<file path="config.mk">
export PLATFORM = sky130hd
export DESIGN_NAME = flash_guard
export DESIGN_NICKNAME = d
export VERILOG_FILES = /design/src/rtl/flash_guard_pkg.sv /design/src/rtl/fg_addr_map.sv /design/src/rtl/fg_unlock_fsm.sv /design/src/rtl/fg_decide.sv /design/src/rtl/flash_guard.sv
export SDC_FILE = /design/constraint.sdc
export NUM_CORES = 1
export LEC_CHECK = 0
export ABC_AREA = 1
export BUFFER_PORTS_ARGS = -buffer_cell sky130_fd_sc_hd__buf_2
export CAP_MARGIN = 20
export CORE_ASPECT_RATIO = 1.1
export CORE_UTILIZATION = 33
export DETAILED_ROUTE_END_ITERATION = 16
export GPL_TIMING_DRIVEN = 1
export PLACE_DENSITY = 0.56
export SLEW_MARGIN = 20
export SYNTH_ARGS = -nofsm -noshare
export SYNTH_HDL_FRONTEND = slang
export SYNTH_HIERARCHICAL = 1
export SYNTH_SLANG_ARGS = --single-unit
</file>
<file path="constraint.sdc">
create_clock -name clk_i -period 1.8 [get_ports clk_i]
set_input_delay 0.09 -clock clk_i [delete_from_list [all_inputs] [get_ports clk_i]]
set_output_delay 0.09 -clock clk_i [all_outputs]
set_load 0.03 [all_outputs]
</file>
<file path="src/rtl/flash_guard_pkg.sv">
package flash_guard_pkg;

    typedef enum logic [1:0] {
        OP_READ  = 2'b00,
        OP_PROG  = 2'b01,
        OP_ERASE = 2'b10,
        OP_BAD   = 2'b11
    } fg_op_e;

    typedef enum logic [1:0] {
        PW_IDLE = 2'b00,
        PW_HALF = 2'b01,
        PW_OPEN = 2'b10
    } fg_pw_state_e;

    typedef struct packed {
        fg_pw_state_e st;
        logic         viol;
    } fg_unlock_s;

endpackage

</file>
<file path="src/rtl/fg_addr_map.sv">
module fg_addr_map #(
    parameter int ADDR_W       = 20,
    parameter int SECT_SHIFT   = 12,
    parameter int CLU_LOG2     = 2,
    parameter int PROG_LOG2    = 7,
    parameter int READ_LOG2    = 4,
    parameter int PARAM_SECTOR = 15,
    localparam int SECT_W      = ADDR_W - SECT_SHIFT,
    localparam int CLU_W       = SECT_W - CLU_LOG2
) (
    input  logic [ADDR_W-1:0] addr_i,
    output logic [SECT_W-1:0] sector_o,
    output logic [CLU_W-1:0]  cluster_o,
    output logic              is_param_o,
    output logic              prog_aligned_o,
    output logic              read_aligned_o
);

    always_comb begin
        sector_o       = addr_i[ADDR_W-1:SECT_SHIFT];
        cluster_o      = sector_o[SECT_W-1:CLU_LOG2];
        is_param_o     = (sector_o == SECT_W'(PARAM_SECTOR));
        prog_aligned_o = (addr_i[PROG_LOG2-1:0] == '0);
        read_aligned_o = (addr_i[READ_LOG2-1:0] == '0);
    end

endmodule

</file>
<file path="src/rtl/fg_unlock_fsm.sv">
module fg_unlock_fsm
    import flash_guard_pkg::*;
#(
    parameter logic [31:0] PWD0 = 32'hA5C3_1E7F,
    parameter logic [31:0] PWD1 = 32'h5A3C_E180
) (
    input  logic        clk_i,
    input  logic        rst_i,
    input  logic        pw_valid_i,
    input  logic [31:0] pw_data_i,
    input  logic        relock_i,
    output logic        unlocked_o,
    output logic        violation_o
);

    fg_unlock_s st_d, st_q;

    always_comb begin
        st_d = st_q;
        if (relock_i) begin
            st_d.st = PW_IDLE;
        end else if (pw_valid_i) begin
            unique case (st_q.st)
                PW_IDLE: begin
                    if (pw_data_i == PWD0) begin
                        st_d.st = PW_HALF;
                    end else begin
                        st_d.viol = 1'b1;
                    end
                end
                PW_HALF: begin
                    if (pw_data_i == PWD1) begin
                        st_d.st = PW_OPEN;
                    end else begin
                        st_d.st   = PW_IDLE;
                        st_d.viol = 1'b1;
                    end
                end
                default: ;
            endcase
        end
        if (rst_i) begin
            st_d.st   = PW_IDLE;
            st_d.viol = 1'b0;
        end
    end

    always_ff @(posedge clk_i) begin
        st_q <= st_d;
    end

    assign unlocked_o  = (st_q.st == PW_OPEN);
    assign violation_o = st_q.viol;

endmodule

</file>
<file path="src/rtl/fg_decide.sv">
module fg_decide
    import flash_guard_pkg::*;
(
    input  logic       valid_i,
    input  logic [1:0] op_i,
    input  logic       is_param_i,
    input  logic       prog_aligned_i,
    input  logic       read_aligned_i,
    input  logic       wp_bit_i,
    input  logic       rd_lock_i,
    input  logic       unlocked_i,
    output logic       grant_o,
    output logic       deny_o
);

    logic ok;

    always_comb begin
        unique case (fg_op_e'(op_i))
            OP_READ:  ok = read_aligned_i && (!rd_lock_i || unlocked_i);
            OP_PROG:  ok = prog_aligned_i && !is_param_i && (!wp_bit_i || unlocked_i);
            OP_ERASE: ok = !is_param_i && (!wp_bit_i || unlocked_i);
            default:  ok = 1'b0;
        endcase
        grant_o = valid_i && ok;
        deny_o  = valid_i && !ok;
    end

endmodule

</file>
<file path="src/rtl/flash_guard.sv">
module flash_guard
    import flash_guard_pkg::*;
#(
    parameter int          ADDR_W       = 20,
    parameter int          SECT_SHIFT   = 12,
    parameter int          CLU_LOG2     = 2,
    parameter int          PARAM_SECTOR = 15,
    parameter logic [31:0] PWD0         = 32'hA5C3_1E7F,
    parameter logic [31:0] PWD1         = 32'h5A3C_E180,
    localparam int         SECT_W       = ADDR_W - SECT_SHIFT,
    localparam int         CLU_W        = SECT_W - CLU_LOG2,
    localparam int         NUM_CLUSTERS = 1 << CLU_W
) (
    input  logic                    clk_i,
    input  logic                    rst_i,
    input  logic [NUM_CLUSTERS-1:0] wp_cfg_i,
    input  logic                    rd_lock_cfg_i,
    input  logic                    req_valid_i,
    input  logic [1:0]              req_op_i,
    input  logic [ADDR_W-1:0]       req_addr_i,
    input  logic                    pw_valid_i,
    input  logic [31:0]             pw_data_i,
    input  logic                    relock_i,
    output logic                    fwd_valid_o,
    output logic [1:0]              fwd_op_o,
    output logic [ADDR_W-1:0]       fwd_addr_o,
    output logic                    deny_err_o,
    output logic                    unlocked_o,
    output logic                    pw_violation_o
);

    typedef struct packed {
        logic [NUM_CLUSTERS-1:0] wp;
        logic                    rd_lock;
    } cfg_s;

    cfg_s cfg_d, cfg_q;

    always_comb begin
        cfg_d = cfg_q;
        if (rst_i) begin
            cfg_d.wp      = wp_cfg_i;
            cfg_d.rd_lock = rd_lock_cfg_i;
        end
    end

    always_ff @(posedge clk_i) begin
        cfg_q <= cfg_d;
    end

    logic              rd_lock_q;
    logic [SECT_W-1:0] sector;
    logic [CLU_W-1:0]  cluster;
    logic              is_param, prog_aligned, read_aligned, grant;

    assign rd_lock_q = cfg_q.rd_lock;

    fg_addr_map #(
        .ADDR_W       (ADDR_W),
        .SECT_SHIFT   (SECT_SHIFT),
        .CLU_LOG2     (CLU_LOG2),
        .PROG_LOG2    (7),
        .READ_LOG2    (4),
        .PARAM_SECTOR (PARAM_SECTOR)
    ) u_map (
        .addr_i         (req_addr_i),
        .sector_o       (sector),
        .cluster_o      (cluster),
        .is_param_o     (is_param),
        .prog_aligned_o (prog_aligned),
        .read_aligned_o (read_aligned)
    );

    fg_unlock_fsm #(
        .PWD0 (PWD0),
        .PWD1 (PWD1)
    ) u_unlock (
        .clk_i       (clk_i),
        .rst_i       (rst_i),
        .pw_valid_i  (pw_valid_i),
        .pw_data_i   (pw_data_i),
        .relock_i    (relock_i),
        .unlocked_o  (unlocked_o),
        .violation_o (pw_violation_o)
    );

    fg_decide u_decide (
        .valid_i        (req_valid_i),
        .op_i           (req_op_i),
        .is_param_i     (is_param),
        .prog_aligned_i (prog_aligned),
        .read_aligned_i (read_aligned),
        .wp_bit_i       (cfg_q.wp[cluster]),
        .rd_lock_i      (cfg_q.rd_lock),
        .unlocked_i     (unlocked_o),
        .grant_o        (grant),
        .deny_o         (deny_err_o)
    );

    assign fwd_valid_o = grant;
    assign fwd_op_o    = req_op_i;
    assign fwd_addr_o  = req_addr_i;

endmodule

</file>
==> metrics.txt <==
outcome finished with violations; failing checks negative setup slack; hold path depth 3; CTS tree built; Max-Cap Viols 0; largest net degree at the start of global routing 68; first-pass GRT wire length 14340 µm; reg2reg end u_unlock/violation_o$_SDFFE_PP0P_; Post-Syn Nets 515; Hold EP u_unlock/st_q[2]$_SDFFE_PP0P_; Slew HR 0.7618; hold_sp relock_i; Leakage 0.002412 µW; crit path DAT 1850 ps; HPWL after detailed placement 6033 µm; number of fill cells 955; Core Area 10390 µm²; Worst-Skew Late Latency 330 ps; FMAX 514.8 MHz; Die X 100.4 µm; DR WL/cell 12.75 µm; RSZ-0062 raised after global routing yes; reg-to-reg slack, setup 840 ps; Layout Skew 0.2111 ps; Top delay family on crit path simple AND/OR/NAND/NOR gates; clock buffer count from CTS 9; Critical Path End Type output pin; Slowest Stage Delay on Critical Path 390 ps; PortBufs 139; Final ANT Viol Nets 0; Final Max Slew Viols 0; DRT Pass-1 Iters 4; Min Hold Slack 46.01 ps; Worst Path Buf+Inv 1; Area growth, synth to finish 47.56%; Clock H-tree levels 3; Pwr Total 4418 µW; Total GRT Usage 0.1732; Worst Slack Setup Final -142.5 ps; Starting Density 0.3381; # DRC 0; final hold viol count 0; DRT iter0 DRCs 97; io pins 150; worst hold path class input port to flop; Cell Area, Synth 3515 µm²; die height 110.2 µm; Reg2Reg Depth 6; critical-path maximum fanout 2; Ys Warns 6; share of cells above drive strength 1 0.3171; Root Driver clkbuf_16; crit path kind flop to output pin; vias in the first global route 3172; Tmin final 1942 ps; Worst EP required 1710 ps; RR Startpoint u_unlock/st_q[2]$_SDFFE_PP0P_; clock sinks 68; Max Buffers Root-to-Sink 2; GPL Wtd Cong 0.7614; vias per cell 4.424; CP Launch Type flop; Post-Syn Instances 388; setup TNS -227.7 ps; row count 39; Nets 696; Max IR drop VDD 0.5429 mV; Synth Area per Inst 9.058 µm²; pwr dens 851.8 nW/µm²; initial antenna violation count 0; CP max stage cell edfxtp_1; Slew @ Worst Pin 357.3 ps; Vias 3172; Overflow after GRT 0; clock slew at reported path FFs 60 ps; critical path, cell by cell nand2_1 > nand3_1 > nand3_2 > nand2_1 > nand2_1 > nand3_2 > nand3_2 > nand2_2 > nand2_1 > nand3_2 > nand2_2 > nand2_2 > nor2_2 > buf_6; total wire length 9139 µm; n_diodes 0; Setup WS pre-CTS 59.90 ps; Final setup violation count 2; period utilization 1.079; DIE AREA 11070 µm²
worst register-to-register path: cells and delay by family (launching register included):
kind	cells	cell delay [ps]
compound gates	1	60
buf+inv	1	70
flops	1	340
simple gates	4	360
state kept, by name, summed over array words and instances (netlist names):
name / count
cfg_q: 64
u_unlock/st_q: 2
rd_lock_q: 1
u_unlock/violation_o: 1
layout by cell type, fill, tap and decap left out, types with 2 or more instances in the layout:
master           n
inv_1           45
buf_2          137
nand3_2         11
nand2_1        126
dlygate4sd3_1   65
clkinv_4         2
ha_1             3
buf_4            4
inv_6            2
nor2_1          29
a21oi_1          2
bufinv_16        2
edfxtp_1        65
dfxtp_1          3
nand3_1         49
buf_12           2
nand2_2          3
clkbuf_16        9
nor2_2           6
final cells by class:
| type | instances | area, µm² | area share |
|---|---|---|---|
| Clock buffer | 9 | 225.2 | 0.04343 |
| Clock inverter | 7 | 98.84 | 0.01906 |
| Inverter | 47 | 181.4 | 0.03498 |
| Multi-Input combinational cell | 234 | 1072 | 0.2068 |
| Sequential cell | 68 | 2012 | 0.3879 |
| Tap cell | 143 | 178.9 | 0.03450 |
| Timing Repair Buffer | 209 | 1418 | 0.2733 |
power by group:
group	leakage (µW)	internal, µW	switching [µW]
registers	0.000661	1870	40.7
logic	0.00160	299	318
clock network	0.000156	1220	672
total	0.00241	3390	1030
how the worst max path moves through the flow:
| stage | start | endpoint | slack (ps) | cells after the start |
|---|---|---|---|---|
| 6_report | cfg_q[49]$_DFFE_PP_ | fwd_valid_o | -140 | 14 |
| 2_1_floorplan | req_addr_i[14] | deny_err_o | 100 | 16 |
| 3_3_place_gp | req_addr_i[14] | deny_err_o | 100 | 15 |
| 5_1_grt | cfg_q[49]$_DFFE_PP_ | fwd_valid_o | -250 | 14 |
| 4_1_cts | cfg_q[52]$_DFFE_PP_ | fwd_valid_o | -130 | 14 |
| 3_5_place_dp | req_addr_i[14] | deny_err_o | 60 | 15 |
routing by layer:
metal | track usage | share of wire
met5 | 0 | 0
met4 | 0.1035 | 0.036
met1 | 0.1819 | 0.40
met2 | 0.3200 | 0.51
met3 | 0.03594 | 0.056
through the flow:
stage / utilization / cell area, µm² / cells
after floorplan: - / 3515 / 388
after global placement: 0.3988 / 4145 / 636
after detailed placement: 0.3988 / 4145 / 636
after CTS: 0.4954 / 5149 / 717
after global routing: 0.4990 / 5186 / 717
final: 0.4990 / 5186 / 717
repair_timing:
item                       in CTS  in global routing
hold endpoints to repair       65                  0
setup endpoints to repair       2                  2
gates resized for setup         7                  9
gates cloned                    0                  0
buffers inserted                0                  0
hold buffers                   65                  0
pin swaps                       9                 15
(Power assumes the default switching activity.)
